<file path="config.mk">
export PLATFORM = sky130hd
export DESIGN_NAME = gpin_status_top
export DESIGN_NICKNAME = d
export VERILOG_FILES = /design/src/rtl/gpin_pkg.sv /design/src/rtl/gpin_scan_timer.sv /design/src/rtl/gpin_debounce_bank.sv /design/src/rtl/gpin_status_regs.sv /design/src/rtl/gpin_status_top.sv
export SDC_FILE = /design/constraint.sdc
export NUM_CORES = 1
export LEC_CHECK = 0
export BUFFER_PORTS_ARGS = -buffer_cell sky130_fd_sc_hd__buf_2
export CORE_MARGIN = 5
export CORE_UTILIZATION = 54
export CTS_BUF_LIST = sky130_fd_sc_hd__clkbuf_4 sky130_fd_sc_hd__clkbuf_8
export DETAILED_ROUTE_END_ITERATION = 10
export GPL_ROUTABILITY_DRIVEN = 0
export PLACE_DENSITY = 0.78
export SYNTH_ARGS = -nofsm -noshare
export SYNTH_HDL_FRONTEND = slang
export SYNTH_SLANG_ARGS = --single-unit
export TNS_END_PERCENT = 50
</file>
<file path="constraint.sdc">
create_clock -name clk -period 2.55 [get_ports clk]
set_clock_uncertainty 0.1 [all_clocks]
set_input_delay 0.3825 -clock clk [delete_from_list [all_inputs] [get_ports clk]]
set_output_delay 0.3825 -clock clk [all_outputs]
set_load 0.01 [all_outputs]
</file>
<file path="src/rtl/gpin_pkg.sv">
package gpin_pkg;
  localparam int unsigned ADDR_W = 5;
  localparam int unsigned BYTE_W = 8;
  // status bytes live in 0x10..0x17, mask bytes in 0x18..0x1F
  localparam logic [1:0] STAT_PAGE = 2'b10;
  localparam logic [1:0] MASK_PAGE = 2'b11;

  function automatic int unsigned byte_count(input int unsigned pins);
    return (pins + 7) / 8;
  endfunction
endpackage

</file>
<file path="src/rtl/gpin_scan_timer.sv">
module gpin_scan_timer #(
  parameter int unsigned SCAN_CYCLES = 1_250_000
) (
  input  logic clk,
  input  logic rst,
  output logic tick
);
  localparam int unsigned CW = (SCAN_CYCLES > 1) ? $clog2(SCAN_CYCLES) : 1;
  localparam logic [CW-1:0] LAST = CW'(SCAN_CYCLES - 1);

  logic [CW-1:0] cnt;

  always_ff @(posedge clk) begin
    if (rst) begin
      cnt  <= '0;
      tick <= 1'b0;
    end else if (cnt == LAST) begin
      cnt  <= '0;
      tick <= 1'b1;
    end else begin
      cnt  <= cnt + 1'b1;
      tick <= 1'b0;
    end
  end
endmodule

</file>
<file path="src/rtl/gpin_debounce_bank.sv">
module gpin_debounce_bank #(
  parameter int unsigned N         = 24,
  parameter bit          RST_LEVEL = 1'b1
) (
  input  logic         clk,
  input  logic         rst,
  input  logic         tick,
  input  logic [N-1:0] pin_in,
  input  logic [N-1:0] bypass,
  output logic [N-1:0] sync_lvl,
  output logic [N-1:0] prev_s,
  output logic [N-1:0] cur_s,
  output logic [N-1:0] acc
);
  logic [N-1:0] meta;
  logic         tick_d;   // compare one cycle after the samples shift

  always_ff @(posedge clk) begin
    if (rst) tick_d <= 1'b0;
    else     tick_d <= tick;
  end

  for (genvar i = 0; i < N; i++) begin : g_pin
    always_ff @(posedge clk) begin
      if (rst) begin
        meta[i]     <= RST_LEVEL;
        sync_lvl[i] <= RST_LEVEL;
        prev_s[i]   <= RST_LEVEL;
        cur_s[i]    <= RST_LEVEL;
        acc[i]      <= RST_LEVEL;
      end else begin
        meta[i]     <= pin_in[i];
        sync_lvl[i] <= meta[i];
        if (tick) begin
          prev_s[i] <= cur_s[i];
          cur_s[i]  <= sync_lvl[i];
        end
        if (bypass[i])
          acc[i] <= sync_lvl[i];
        else if (tick_d && (prev_s[i] == cur_s[i]))
          acc[i] <= cur_s[i];
      end
    end
  end
endmodule

</file>
<file path="src/rtl/gpin_status_regs.sv">
module gpin_status_regs
  import gpin_pkg::*;
#(
  parameter int unsigned N         = 24,
  parameter bit          RST_LEVEL = 1'b1,
  localparam int unsigned NB       = byte_count(N),
  localparam int unsigned PAD_W    = NB * BYTE_W
) (
  input  logic              clk,
  input  logic              rst,
  input  logic              bus_sel,
  input  logic              bus_we,
  input  logic [ADDR_W-1:0] bus_addr,
  input  logic [BYTE_W-1:0] bus_wdata,
  output logic [BYTE_W-1:0] bus_rdata,
  input  logic [N-1:0]      live,
  output logic [N-1:0]      mask,
  output logic [PAD_W-1:0]  latch
);
  function automatic logic [PAD_W-1:0] valid_bits();
    logic [PAD_W-1:0] v;
    for (int i = 0; i < PAD_W; i++) v[i] = (i < N);
    return v;
  endfunction

  localparam logic [PAD_W-1:0] VALID = valid_bits();

  logic [PAD_W-1:0]  mask_q;
  logic [PAD_W-1:0]  live_pad;
  logic [2:0]        idx;
  logic              in_range;
  logic              is_stat;
  logic              is_mask;
  logic              armed;
  logic [ADDR_W-1:0] last_addr;

  assign live_pad = PAD_W'(live) & VALID;
  assign idx      = bus_addr[2:0];
  assign in_range = 32'(idx) < NB;
  assign is_stat  = (bus_addr[4:3] == STAT_PAGE) && in_range;
  assign is_mask  = (bus_addr[4:3] == MASK_PAGE) && in_range;
  assign mask     = mask_q[N-1:0];

  always_ff @(posedge clk) begin
    if (rst) begin
      bus_rdata <= '0;
      mask_q    <= '0;
      latch     <= VALID & {PAD_W{RST_LEVEL}};
      armed     <= 1'b0;
      last_addr <= '0;
    end else if (bus_sel) begin
      if (bus_we) begin
        armed <= 1'b0;
        if (is_mask)
          mask_q[idx*BYTE_W +: BYTE_W] <= bus_wdata & VALID[idx*BYTE_W +: BYTE_W];
      end else begin
        if (is_stat)      bus_rdata <= latch[idx*BYTE_W +: BYTE_W];
        else if (is_mask) bus_rdata <= mask_q[idx*BYTE_W +: BYTE_W];
        else              bus_rdata <= '0;
        if (is_stat) begin
          if (armed && (last_addr == bus_addr)) begin
            latch[idx*BYTE_W +: BYTE_W] <= live_pad[idx*BYTE_W +: BYTE_W];
            armed <= 1'b0;
          end else begin
            armed     <= 1'b1;
            last_addr <= bus_addr;
          end
        end else begin
          armed <= 1'b0;
        end
      end
    end
  end
endmodule

</file>
<file path="src/rtl/gpin_status_top.sv">
module gpin_status_top
  import gpin_pkg::*;
#(
  parameter int unsigned NUM_PINS    = 24,
  parameter int unsigned SCAN_CYCLES = 1_250_000,
  parameter bit          RST_LEVEL   = 1'b1
) (
  input  logic                clk,
  input  logic                rst,
  input  logic [NUM_PINS-1:0] pin_in,
  input  logic [NUM_PINS-1:0] pin_is_out,
  input  logic [NUM_PINS-1:0] pin_drive,
  input  logic                bus_sel,
  input  logic                bus_we,
  input  logic [4:0]          bus_addr,
  input  logic [7:0]          bus_wdata,
  output logic [7:0]          bus_rdata
);
  localparam int unsigned NB    = byte_count(NUM_PINS);
  localparam int unsigned PAD_W = NB * BYTE_W;

  logic                scan_tick;
  logic [NUM_PINS-1:0] pin_sync;
  logic [NUM_PINS-1:0] smp_prev;
  logic [NUM_PINS-1:0] smp_cur;
  logic [NUM_PINS-1:0] acc_lvl;
  logic [NUM_PINS-1:0] dbdis_mask;
  logic [NUM_PINS-1:0] live_lvl;
  logic [PAD_W-1:0]    stat_latch;

  gpin_scan_timer #(.SCAN_CYCLES(SCAN_CYCLES)) u_timer (
    .clk (clk),
    .rst (rst),
    .tick(scan_tick)
  );

  gpin_debounce_bank #(.N(NUM_PINS), .RST_LEVEL(RST_LEVEL)) u_bank (
    .clk     (clk),
    .rst     (rst),
    .tick    (scan_tick),
    .pin_in  (pin_in),
    .bypass  (dbdis_mask),
    .sync_lvl(pin_sync),
    .prev_s  (smp_prev),
    .cur_s   (smp_cur),
    .acc     (acc_lvl)
  );

  // output pins report what they drive
  assign live_lvl = (pin_is_out & pin_drive) | (~pin_is_out & acc_lvl);

  gpin_status_regs #(.N(NUM_PINS), .RST_LEVEL(RST_LEVEL)) u_regs (
    .clk      (clk),
    .rst      (rst),
    .bus_sel  (bus_sel),
    .bus_we   (bus_we),
    .bus_addr (bus_addr),
    .bus_wdata(bus_wdata),
    .bus_rdata(bus_rdata),
    .live     (live_lvl),
    .mask     (dbdis_mask),
    .latch    (stat_latch)
  );
endmodule

</file>
# == Word-level counts from Yosys, hierarchy flattened ==
# Index checks and enable logic that the tools add are counted.
# classes
n_reduce_logical,56
n_bitwise,7
n_addsub,2
n_mux,56
shift,7
magnitude_cmp,1
n_eq_ne,28
# ops
operator,count
$shiftx 24x7->8,3
$shiftx 8x34->24,2
$mux 1,52
$and 24x24->24,2
$bwmux 24,2
$reduce_bool 2->1,24
$neg 6->34,1
$shift 8x34->24 const A,1
$logic_and 1x1->1,27
$eq 1x1->1,24
$not 24->24,1
$or 24x24->24,1
$shiftx 24x7->8 const A,1
$add 21x1->21 const B,1
$eq 21x21->1 const B,1
$mux 8,2
$and 8x8->8,1
$reduce_and 4->1,2
$eq 5x5->1,1
$eq 2x2->1 const B,2
$lt 3x2->1 const B,1
$reduce_and 3->1,1
$not 1->1,2
$reduce_and 2->1,1
$reduce_or 2->1,1
# totals
output_inout_bits,8
reg_bits,205
in_bits,89
wordCells,285

# == Logic depth before layout (Yosys ltp) ==
# depth
ltp_word,6
ltp_mapped,10
ltp_nobuf,8

# == Modules after synthesis ==
# From an unflattened synthesis, not the netlist that was laid out.
# hier_totals
hier_cells,984
hier_area_um2,9442.8
# by_module_without_submodules
mod,n_inst,cells_each,area_per_inst_um2
gpin_debounce_bank,1,415,4490.6
gpin_status_regs,1,433,3570.9
gpin_scan_timer,1,112,1021.0
gpin_status_top,1,24,360.3

# == Worst setup path after synthesis ==
# OpenSTA, ideal clock, no wires.
# synth_path
kind,in2reg
startpoint,in bus_addr[1]
endpoint,reg u_regs.latch[10]
required_time_ns,2.389
slack_ns,0.107
setup_time_ns,0.061
cell_stages,8
n_path_buf,1
t_arrival_ns,2.282
path_cell_list,clkbuf_1 -> inv_1 -> ha_1 -> ha_1 -> nand2_1 -> or3_1 -> nor3_1 -> a221o_1
# synth_via
elab_chain_cells,3
elab_cells_between_ends,10
classes_between,1 x add/sub; 1 x order compare; 1 x eq/ne; 3 x shift; 1 x mux; 3 x reduce/logical
# synth_rtl
element,line_no,source
from (decl),gpin_status_top.sv:15,"input logic [4:0] bus_addr,"
"$shiftx 24x7->8, or another cell as far along",gpin_status_regs.sv:62,latch[idx*BYTE_W +: BYTE_W] <= live_pad[idx*BYTE_W +: BYTE_W];
"$shiftx 8x34->24, or another cell as far along",gpin_status_regs.sv:62,
$bwmux 24 or $reduce_and 4->1 (tied branches),n/a,
to (signal assigned),gpin_status_regs.sv:48,latch <= VALID & {PAD_W{RST_LEVEL}};
"to (signal, indexed assignment)",gpin_status_regs.sv:62,
to (decl),gpin_status_regs.sv:18,output logic [PAD_W-1:0] latch
# Several ways; a longest one is shown, not always the timed one.
# A chain may end at the register's enable or synchronous reset.

# == Worst setup path in the final report ==
# layout_path
startpoint,reg u_regs.last_addr[3]
endpoint,reg u_regs.latch[14]
# layout_via
elab_chain_cells,3
# layout_rtl
element,line_no,source
from (decl),gpin_status_regs.sv:35,logic [ADDR_W-1:0] last_addr;
from (signal assigned),gpin_status_regs.sv:66,last_addr <= bus_addr;
$eq 5x5->1,gpin_status_regs.sv:61,if (armed && (last_addr == bus_addr)) begin
$logic_and 1x1->1,gpin_status_regs.sv:61,
$reduce_and 4->1 (no line),n/a,
# Every way passes these cells.

==> flow_summary.ini <==
[layout]
fin_area_sq_mm = 0.0102
antenna_cells = 0
area.sequential_sq_mm = 0.00411
final_nets = 1126
drive_gt1_frac = 0.227
area_growth_pct = 20.5
nFillCells = 1234
multi_input_area_sq_mm = 0.00405
layoutNonFillerInstCount = 1264

[global_route]
grt.overflow.total = 0
grt_pass1_vias = 6597
track_usage = 0.224
antenna_found_initial = 0
grt_max_degree = 128
grt_pass1_wl_mm = 32.9

[floorplan]
dieArea_sq_mm = 0.0182
die_h_um = 135
coreArea_sq_mm = 0.0153
die-width_um = 135
start_util = 0.553
row_count = 45
num_io_pins = 97

[clock_network]
cts.clk_slew.worst_paths_ns = 0.06
cts_resized = 0
post-cts-setup-buffer-count = 0
cts_tree = done
numClockSinks = 205
cts_max_level = 2
clk_latency_ns = 0.52
cts_inserted_buffers = 34
clock-root-buffer = clkbuf_8
clock_path_buffers = 3
cts_hold_buf = 25

[pwr]
p_switching_mw = 1.52
vdd_drop_max_mv = 0.543
power_mw = 6.62
combPwrFrac = 0.065
clock_power_share = 0.441
power.internal_mw = 5.10
pwr-share-seq = 0.494
powerDensity_mw_per_mm2 = 651
p_leak_nw = 4.06
switching_share = 0.230

[yosys]
synth_nets = 992
yosysSeqAreaShare = 0.486
synth_area_leaders = dfxtp_1, mux2i_1, a21oi_1
ys_ff_latch = 205
synth_area_sq_mm = 0.00844
ys_types = 45
yosysWarnings = 0
synth_cells = 897
synth.largest_area_cell = dfxtp_1
ys.flop_type = dfxtp_1
synth_edf_count = 0
postSynthAreaPerCell_sq_um = 9.41
synth_top_area_frac = 0.486
async_flop_share = 0

[timing]
slew_headroom = 0.647
slew_viol_final = 0
tns_ns = 0
min_period_ns = 1.95
rsz0062_at_grt = no
tightest_slew_ns = 0.529
hold_violations = 0
period_share = 0.764
fmax_ghz = 0.514
setup_viol = 0

[routing]
viasPerCell = 5.46
ant_nets = 0
via_count = 6906
drcViolationCount = 0
first_iter_violations = 531
drt-total-wl_mm = 20.5
routedWlPerCell_um = 16.2
first_pass_iters = 5

[place]
io_buffer_count = 96
place_hpwl_mm = 14.0
postPlaceCellArea_sq_mm = 0.00922
dp_cells = 1181

[min_path]
hold_path_depth = 3
hp-class = in2reg
holdCritStartpoint = bus_sel

[critical_path]
crit_path_max_incr_delay_ns = 0.49
critical_path_class = reg2reg
critPathLaunch = u_regs.last_addr[3]$_SDFFE_PP0P_
crit_path_cell_trace = xor2_1 > or3_1 > or3_1 > a221o_1
worstPathArrival_ns = 2.24
crit_fanout = 8
r2r_cells = 4
cp.required_ns = 2.85
rr_startpoint = u_regs.last_addr[3]$_SDFFE_PP0P_
cp-end-kind = flop
critical_path.slowest_cell = or3_1
start_kind = flop
crit_path_frequent_cell = or3_1

[run]
cap_violations = 0

[status]
status = finished clean
==> routing by layer <==
layer | up-vias | GRT usage | wire length, um
li1 | 3381 | - | -
met4 | 0 | 0.0840 | 599
met2 | 229 | 0.357 | 9330
met5 | - | 0 | 0
met3 | 46 | 0.0421 | 1250
met1 | 3250 | 0.303 | 9340
==> placed cells by master, fill, tap and decap left out, drive strengths merged, types with 26 or more instances in the layout <==
| cell type | count |
|---|---|
| nor2 | 75 |
| clkbuf | 52 |
| mux2i | 127 |
| or2 | 49 |
| a21oi | 95 |
| buf | 121 |
| nand2b | 26 |
| dfxtp | 205 |
| nand2 | 81 |
==> kinds of logic after synthesis <==
logic type                 count (synthesis)  share of synthesized area
AOI/OAI and AO/OA                        173                      0.121
adders and majority gates                  6                    0.00890
buffers and inverters                     71                     0.0337
xor gates and xnor gates                  21                     0.0218
DFF                                      205                      0.486
muxes                                    127                      0.151
and+or+nand+nor                          294                      0.178
==> registers in the layout, indices dropped and copies added (netlist names) <==
name	count
u_bank.cur_s	24
u_regs.latch	24
u_bank.acc	24
u_regs.armed	1
u_bank.sync_lvl	24
u_timer.cnt	21
u_regs.last_addr	5
u_regs.bus_rdata	8
u_timer.tick	1
u_bank.prev_s	24
u_bank.tick_d	1
u_regs.mask	24
u_bank.meta	24
==> area by class of cell <==
cell class	instances	area share
Tap cell	211	0.0260
Clock inverter	6	0.00382
Timing Repair Buffer	146	0.0943
Sequential cell	205	0.404
Inverter	23	0.00849
Clock buffer	52	0.0649
Multi-Input combinational cell	621	0.399
==> stage by stage <==
stage           util  hold slack (ns)  setup WS, ns
3_3_place_gp   0.604            0.291         0.226
3_5_place_dp   0.604            0.293         0.132
6_report       0.666           0.0940         0.603
2_1_floorplan      -            0.289         0.107
4_1_cts        0.666           0.0695         0.609
5_1_grt        0.666            0.108         0.447
==> worst paths after layout <==
kind | to | slack, ns
max | u_regs.latch[14]$_SDFFE_PP1P_ | 0.60
min reg2reg | u_bank.sync_lvl[18]$_SDFF_PP1_ | 0.30
max reg2reg | u_regs.latch[14]$_SDFFE_PP1P_ | 0.60
min | u_regs.armed$_SDFFE_PP0P_ | 0.09
==> power by group through the flow <==
stage	clock [mW]	sequential [mW]	combinational [mW]
final	2.92	3.27	0.428
after global routing	3.12	3.27	0.468
after CTS	2.97	3.27	0.426
after detailed placement	0	3.34	0.394
after global placement	0	3.34	0.389
after floorplan	0	3.34	0.223
==> synthesized netlist by cell type, types with 2 or more instances <==
cell        n
nand2_1    81
nor3_2      2
nor4_1      4
and3_1      4
dfxtp_1   205
o21ai_1     7
ha_1        6
and4_1      2
xor2_1      8
buf_1       8
a221o_1     8
mux2i_1   127
inv_1      22
nor4b_1     2
or4_1       2
nor2_1     75
or3_1       6
and2_1      3
a21oi_1    95
nor3_1     10
clkbuf_1   31
o31ai_1    25
nand4_1     8
nand2b_1   26
and4bb_2    2
o21ai_0    12
o21bai_1    8
nand3_1     9
xnor2_1    13
or2_2      49
o22ai_1    15
o22a_1      2
buf_2       8
==> critical path, delay by kind of cell, from the launching register on <==
family          cells  cell delay [ns]
xor+xnor            1             0.17
compound gates      1             0.39
flops               1             0.32
simple gates        2             0.87
Power figures use the tool's default switching activity.
